==> config.mk <==
export PLATFORM = sky130hd
export DESIGN_NAME = stack_cmp_branch
export DESIGN_NICKNAME = d
export VERILOG_FILES = /design/src/rtl/scb_pkg.sv /design/src/rtl/scb_decode.sv /design/src/rtl/scb_carry_cmp.sv /design/src/rtl/scb_target.sv /design/src/rtl/stack_cmp_branch.sv
export SDC_FILE = /design/constraint.sdc
export NUM_CORES = 1
export LEC_CHECK = 0
export BUFFER_PORTS_ARGS = -buffer_cell sky130_fd_sc_hd__buf_2
export CAP_MARGIN = 20
export CORE_ASPECT_RATIO = 2
export CORE_UTILIZATION = 43
export CTS_BUF_LIST = sky130_fd_sc_hd__clkbuf_8
export CTS_CLUSTER_DIAMETER = 80
export CTS_CLUSTER_SIZE = 24
export DETAILED_ROUTE_END_ITERATION = 8
export GPL_TIMING_DRIVEN = 0
export HOLD_SLACK_MARGIN = 0.02
export PLACE_DENSITY = 0.77
export SYNTH_ARGS = -nofsm -noshare
export SYNTH_HDL_FRONTEND = slang
export SYNTH_HIERARCHICAL = 1
export SYNTH_SLANG_ARGS = --single-unit
==> constraint.sdc <==
create_clock -name clk -period 0.9 [get_ports clk]
set_clock_uncertainty 0.15 [all_clocks]
set_input_delay 0.27 -clock clk [delete_from_list [all_inputs] [get_ports clk]]
set_output_delay 0.27 -clock clk [all_outputs]
set_load 0.02 [all_outputs]
==> src/rtl/scb_pkg.sv <==
package scb_pkg;

  localparam logic [3:0] REL_LT  = 4'd0;
  localparam logic [3:0] REL_LE  = 4'd1;
  localparam logic [3:0] REL_GT  = 4'd2;
  localparam logic [3:0] REL_GE  = 4'd3;
  localparam logic [3:0] REL_EQB = 4'd4;
  localparam logic [3:0] REL_NEB = 4'd5;
  localparam logic [3:0] REL_ZR  = 4'd6;
  localparam logic [3:0] REL_NZ  = 4'd7;
  localparam logic [3:0] REL_EQS = 4'd8;
  localparam logic [3:0] REL_NES = 4'd9;

  typedef enum logic [2:0] {
    K_NONE, K_ORD, K_EQ, K_NE, K_ZR, K_NZ
  } kind_e;

  // Carry-path action: subtract (vs add complement), branch on carry one.
  typedef struct packed {
    logic sub;
    logic on_one;
  } act_t;

endpackage

==> src/rtl/scb_decode.sv <==
module scb_decode
  import scb_pkg::*;
(
  input  logic [3:0] rel_code,
  output act_t       act,
  output kind_e      kind,
  output logic       short_form,
  output logic [1:0] pops
);

  always_comb begin
    act        = '{sub: 1'b0, on_one: 1'b0};
    kind       = K_NONE;
    short_form = 1'b1;
    pops       = 2'd0;
    case (rel_code)
      REL_LT: begin
        act = '{sub: 1'b0, on_one: 1'b1}; kind = K_ORD; short_form = 1'b0; pops = 2'd2;
      end
      REL_LE: begin
        act = '{sub: 1'b1, on_one: 1'b1}; kind = K_ORD; short_form = 1'b0; pops = 2'd2;
      end
      REL_GT: begin
        act = '{sub: 1'b1, on_one: 1'b0}; kind = K_ORD; short_form = 1'b0; pops = 2'd2;
      end
      REL_GE: begin
        act = '{sub: 1'b0, on_one: 1'b0}; kind = K_ORD; short_form = 1'b0; pops = 2'd2;
      end
      REL_EQB: begin kind = K_EQ; short_form = 1'b0; pops = 2'd2; end
      REL_NEB: begin kind = K_NE; short_form = 1'b0; pops = 2'd2; end
      REL_ZR:  begin kind = K_ZR; short_form = 1'b0; pops = 2'd1; end
      REL_NZ:  begin kind = K_NZ; short_form = 1'b0; pops = 2'd1; end
      REL_EQS: begin kind = K_EQ; pops = 2'd2; end
      REL_NES: begin kind = K_NE; pops = 2'd2; end
      default: ;
    endcase
  end

endmodule

==> src/rtl/scb_carry_cmp.sv <==
module scb_carry_cmp
  import scb_pkg::*;
#(
  parameter int W = 16
) (
  input  logic [W-1:0] tos,
  input  logic [W-1:0] nos,
  input  logic         is_signed,
  input  act_t         act,
  output logic         carry
);

  localparam logic [W-1:0] SIGN_BIT = {1'b1, {(W-1){1'b0}}};

  logic [W-1:0] flip;
  logic [W-1:0] a_op;
  logic [W-1:0] b_op;
  logic [W:0]   sum;

  assign flip  = is_signed ? SIGN_BIT : '0;
  assign a_op  = tos ^ flip;
  assign b_op  = nos ^ flip;
  assign sum   = {1'b0, a_op} + {1'b0, ~b_op} + {{W{1'b0}}, act.sub};
  assign carry = |(sum >> W);

endmodule

==> src/rtl/scb_target.sv <==
module scb_target #(
  parameter int PC_W       = 16,
  parameter int DISP_W     = 8,
  parameter int SHORT_W    = 3,
  parameter int SHORT_BASE = 2,
  parameter int BYTE_LEN   = 2,
  parameter int SHORT_LEN  = 1
) (
  input  logic [PC_W-1:0]   pc_in,
  input  logic [DISP_W-1:0] disp,
  input  logic              short_form,
  input  logic              take,
  output logic [PC_W-1:0]   pc_next
);

  localparam int EXT_W = PC_W - DISP_W;

  logic [PC_W-1:0] disp_ext;
  logic [PC_W-1:0] short_off;
  logic [PC_W-1:0] step;

  generate
    if (EXT_W > 0) begin : g_extend
      assign disp_ext = {{EXT_W{disp[DISP_W-1]}}, disp};
    end else begin : g_trunc
      assign disp_ext = disp[PC_W-1:0];
    end
  endgenerate

  assign short_off = PC_W'(disp[SHORT_W-1:0]) + PC_W'(SHORT_BASE);

  always_comb begin
    if (take) step = short_form ? short_off : disp_ext;
    else      step = short_form ? PC_W'(SHORT_LEN) : PC_W'(BYTE_LEN);
  end

  assign pc_next = pc_in + step;

endmodule

==> src/rtl/stack_cmp_branch.sv <==
module stack_cmp_branch
  import scb_pkg::*;
#(
  parameter int DATA_W = 16,
  parameter int PC_W   = 16,
  parameter int DISP_W = 8
) (
  input  logic              clk,
  input  logic              rst_n,
  input  logic              op_valid,
  input  logic [3:0]        rel_code,
  input  logic              is_signed,
  input  logic [DATA_W-1:0] tos,
  input  logic [DATA_W-1:0] nos,
  input  logic [DISP_W-1:0] disp,
  input  logic [PC_W-1:0]   pc_in,
  output logic              res_valid,
  output logic              take,
  output logic [PC_W-1:0]   pc_next,
  output logic [1:0]        pop_count
);

  act_t            act;
  kind_e           kind;
  logic            short_form;
  logic [1:0]      pops;
  logic            carry;
  logic            same;
  logic            is_zero;
  logic            cond;
  logic            take_d;
  logic [1:0]      pop_d;
  logic [PC_W-1:0] pc_calc;

  scb_decode u_dec (
    .rel_code   (rel_code),
    .act        (act),
    .kind       (kind),
    .short_form (short_form),
    .pops       (pops)
  );

  scb_carry_cmp #(.W(DATA_W)) u_cmp (
    .tos       (tos),
    .nos       (nos),
    .is_signed (is_signed),
    .act       (act),
    .carry     (carry)
  );

  assign same    = (tos == nos);
  assign is_zero = (tos == '0);

  always_comb begin
    case (kind)
      K_ORD:   cond = (carry == act.on_one);
      K_EQ:    cond = same;
      K_NE:    cond = !same;
      K_ZR:    cond = is_zero;
      K_NZ:    cond = !is_zero;
      default: cond = 1'b0;
    endcase
  end

  scb_target #(.PC_W(PC_W), .DISP_W(DISP_W)) u_tgt (
    .pc_in      (pc_in),
    .disp       (disp),
    .short_form (short_form),
    .take       (cond),
    .pc_next    (pc_calc)
  );

  // Next-state
  assign take_d = op_valid & cond;
  assign pop_d  = op_valid ? pops : 2'd0;

  // Registers
  always_ff @(posedge clk or negedge rst_n) begin
    if (!rst_n) begin
      res_valid <= 1'b0;
      take      <= 1'b0;
      pop_count <= 2'd0;
      pc_next   <= '0;
    end else begin
      res_valid <= op_valid;
      take      <= take_d;
      pop_count <= pop_d;
      if (op_valid) pc_next <= pc_calc;
    end
  end


  latency_chk: assert property (@(posedge clk) disable iff (!rst_n)
    res_valid == $past(op_valid));


  idle_quiet_chk: assert property (@(posedge clk) disable iff (!rst_n)
    !res_valid |-> (!take && pop_count == 2'd0));


  two_pop_chk: assert property (@(posedge clk) disable iff (!rst_n)
    (res_valid && ($past(rel_code) < 4'd6 || $past(rel_code) == 4'd8 ||
                   $past(rel_code) == 4'd9)) |-> pop_count == 2'd2);


  one_pop_chk: assert property (@(posedge clk) disable iff (!rst_n)
    (res_valid && ($past(rel_code) == 4'd6 || $past(rel_code) == 4'd7))
      |-> pop_count == 2'd1);


  eq_mismatch_chk: assert property (@(posedge clk) disable iff (!rst_n)
    (res_valid && $past(rel_code) == 4'd4 && $past(tos) != $past(nos)) |-> !take);


  tie_chk: assert property (@(posedge clk) disable iff (!rst_n)
    (res_valid && $past(rel_code) < 4'd4 && $past(tos) == $past(nos))
      |-> take == $past(rel_code[0]));


  reserved_chk: assert property (@(posedge clk) disable iff (!rst_n)
    (res_valid && $past(rel_code) >= 4'd10) |-> (!take && pop_count == 2'd0));

endmodule

==> run_results.csv <==
group,metric,value,unit
critical_path,cp.arrival,4.22,ns
floorplanning,start_util,0.449,
sta,hold_viol,21,
sta,worst_pin_slew,0.481,ns
critical_path,worstSetupStartpointType,"primary input",
clock_network,numCtsBuffers,3,
grt,grt_pass1_vias,2373,
routing,drt_iter0_markers,53,
critical_path,crit_path_max_fanout,9,
sta,fin_crit,4.21,ns
power,power,4.81,mW
synth,synth-seq-cells,20,
synth,synth_commonest_cells,"ha_1 (32), xnor2_1 (30), inv_1 (24), dfrtp_1 (20), mux2_2 (17)",
synth,synth_area,2330,um^2
floorplanning,die_h,106,um
routing,ant_nets,0,
synth,mappedNetlistNets,347,
grt,antenna_found_initial,0,
synth,yosysSeqAreaShare,0.215,
critical_path,crit_path_cell_trace,"buf_2 > ha_1 > a21oi_2 > o21ai_1 > a221oi_2 > o211ai_1 > xor2_1 > nor2_1 > o21ai_1 > a21oi_2 > or2_4 > nor2b_2 > and2_4 > ha_4 > a21o_1 > a211o_1 > o211ai_2 > o21ai_4 > a221oi_2 > xnor2_1 > mux2_2",
placed_design,hpwl,4920,um
placed_design,io_buffers,81,
floorplanning,die-area,5730,um^2
sta,setup_slack,-3.31,ns
routing,drc_errors,0,
critical_path,required,0.90,ns
clock_network,clock-root-buffer,"clkbuf_8",
floorplanning,row_count,37,
clock_network,clk_latency,0.26,ns
synth,yosysWarnings,6,
critical_path,r2r-start,"pc_next[12]",
clock_network,clk_pin_slew,0.08,ns
sta,setup_viol,37,
outcome,status,"complete, but fails checks",
final_layout,drive_above_1_share,0.518,
power,peakVddDrop,1.56,mV
synth,ys_async_sr_fraction,1.00,
synth,ys.flop_type,"dfrtp_1",
critical_path,path_buf_inv,1,
final_layout,final_nets,453,
critical_path,reg2reg_slack,-0.28,ns
grt,track_usage,0.250,
critical_path,r2r_cells,3,
floorplanning,fp.coreArea,5180,um^2
routing,wl_per_cell,16.9,um
grt,grt_max_degree,21,
routing,drtPass1Iterations,4,
sta,min_period_over_period,4.68,
clock_network,htree_levels,1,
synth,yosysTopAreaCell,"dfrtp_1",
hold_path,worstHoldPathType,"in2async",
synth,synth_area_leaders,"dfrtp_1 (21%), ha_1 (17%), xnor2_1 (11%), mux2_2 (8.2%), inv_1 (3.9%)",
outcome,violations,"hold timing, setup timing",
job,maxCapViolations,0,
sta,fmax,237,MHz
synth,netlist_instances,250,
power,powerDensity,1370,nW/um^2
synth,synth_edf_count,0,
final_layout,stdcell_count,413,
sta,hold-worst-slack,-0.196,ns
synth,synth.avg_cell_area,9.32,um^2
floorplanning,io_pins,84,
routing,wirelength,6980,um
placed_design,place_area,2990,um^2
sta,relSlewSlack,0.677,
critical_path,critPathCaptureType,"flip-flop",
synth,yosysMostFrequentCell,"ha_1",
placed_design,finalWeightedCongestion,0.804,
clock_network,clock-sinks,20,
grt,grt_pass1_wl,10600,um
routing,routed_via_density,5.72,
floorplanning,die_x,54.0,um
critical_path,critPathTopFamily,"compound AO/OA/AOI/OAI gates",
grt,overflow,0,
critical_path,crit_type,"in2reg",
final_layout,post-route-util,0.677,
sta,fin_setup_tns,-53.52,ns
critical_path,max_stage_delay,0.33,ns
synth,synth_top_area_frac,0.215,
power,p_leak,1.64,nW
final_layout,syn_to_final_growth,50.8,%
synth,ys_types,50,
placed_design,dp_cells,389,
clock_network,cts_tree,"done",
routing,vias,2361,
final_layout,final_area,3510,um^2
critical_path,reg2reg_to,"pc_next[12]",
critical_path,cpMaxStageDelayCell,"ha_1",
final_layout,antennaDiodeCount,0,
sta,slew_viol_final,0,
clock_network,max-clock-path-buffers,2,
sta,rsz0062_at_grt,"yes",
## worst register-to-register path, cell delays in order (launching register included)
cell and delay [ns]:
dfrtp_1 0.40, buf_4 0.13, buf_4 0.12, mux2_4 0.26
## stage by stage
step                      worst slack, ns  hold slack [ns]
after global routing                -3.49           -0.165
after CTS                           -3.22           -0.197
after global placement              -3.58           0.0901
final                               -3.31           -0.196
after detailed placement            -3.65           0.0900
after floorplan                     -3.01           -0.176
## state kept, by name, indices dropped and copies added (netlist names)
register and flops:
pc_next 16, pop_count 2, res_valid 1, take 1
## worst max-delay path by stage
stage | to | from | cells after the start
finish | pc_next[14] | tos[7] | 21
global route | pc_next[14] | nos[10] | 22
CTS | pc_next[12] | nos[10] | 23
detailed placement | pc_next[12] | tos[9] | 22
global placement | pc_next[12] | tos[5] | 22
floorplan | pc_next[12] | tos[9] | 21
## power by group
group	internal, mW	switching [mW]
sequential	1.10	0.155
combinational	1.43	1.22
clock	0.594	0.320
total	3.12	1.69
## area by class of cell
cell class	count	area [um^2]
buffer	5	73.8
clock buffer	3	41.3
clock inverter	1	30.0
fill	387	1670
inverter	24	95.1
multi-input combinational	201	1990
sequential	20	500
tap	58	72.6
timing repair buffer	101	707
## cell usage in the layout, fill, tap and decap left out, drive strengths merged, types with 3 or more instances in the layout
master	count
nor3	5
inv	24
nor2b	5
nor4	5
and2	6
nor2	8
o211ai	5
clkbuf	5
mux2	17
a21o	6
ha	32
buf	104
o21a	5
nand4	6
o21ai	11
xor2	6
nand2	7
mux2i	3
nand3	4
xnor2	30
dfrtp	20
a21oi	16
## layer usage
metal | track usage | part of all wire | up-vias
met4 | 0.112 | 0.037 | 0
met5 | 0 | 0 | -
met3 | 0.0300 | 0.040 | 22
met1 | 0.248 | 0.33 | 1121
met2 | 0.474 | 0.59 | 97
li1 | - | - | 1121
## timing repair
| item | 4_1_cts | 5_1_grt |
|---|---|---|
| resized for setup | 56 | 24 |
| setup buffers | 12 | 8 |
| endpoints found under the setup margin | 37 | 37 |
| hold endpoints to repair | 21 | 21 |
| pin swaps | 24 | 10 |
## cells by family (layout without fill, tap and decap cells)
family	after synthesis	after routing	synth area share
AND/OR/NAND/NOR	55	55	0.140
AO/OA/AOI/OAI	57	57	0.183
flip-flops	20	20	0.215
buffers and inverters	29	134	0.0521
XOR/XNOR	36	36	0.135
multiplexers	20	20	0.0951
adder cells (fa/ha/maj)	33	33	0.180
Note: power is estimated with default switching activity, not from simulation.
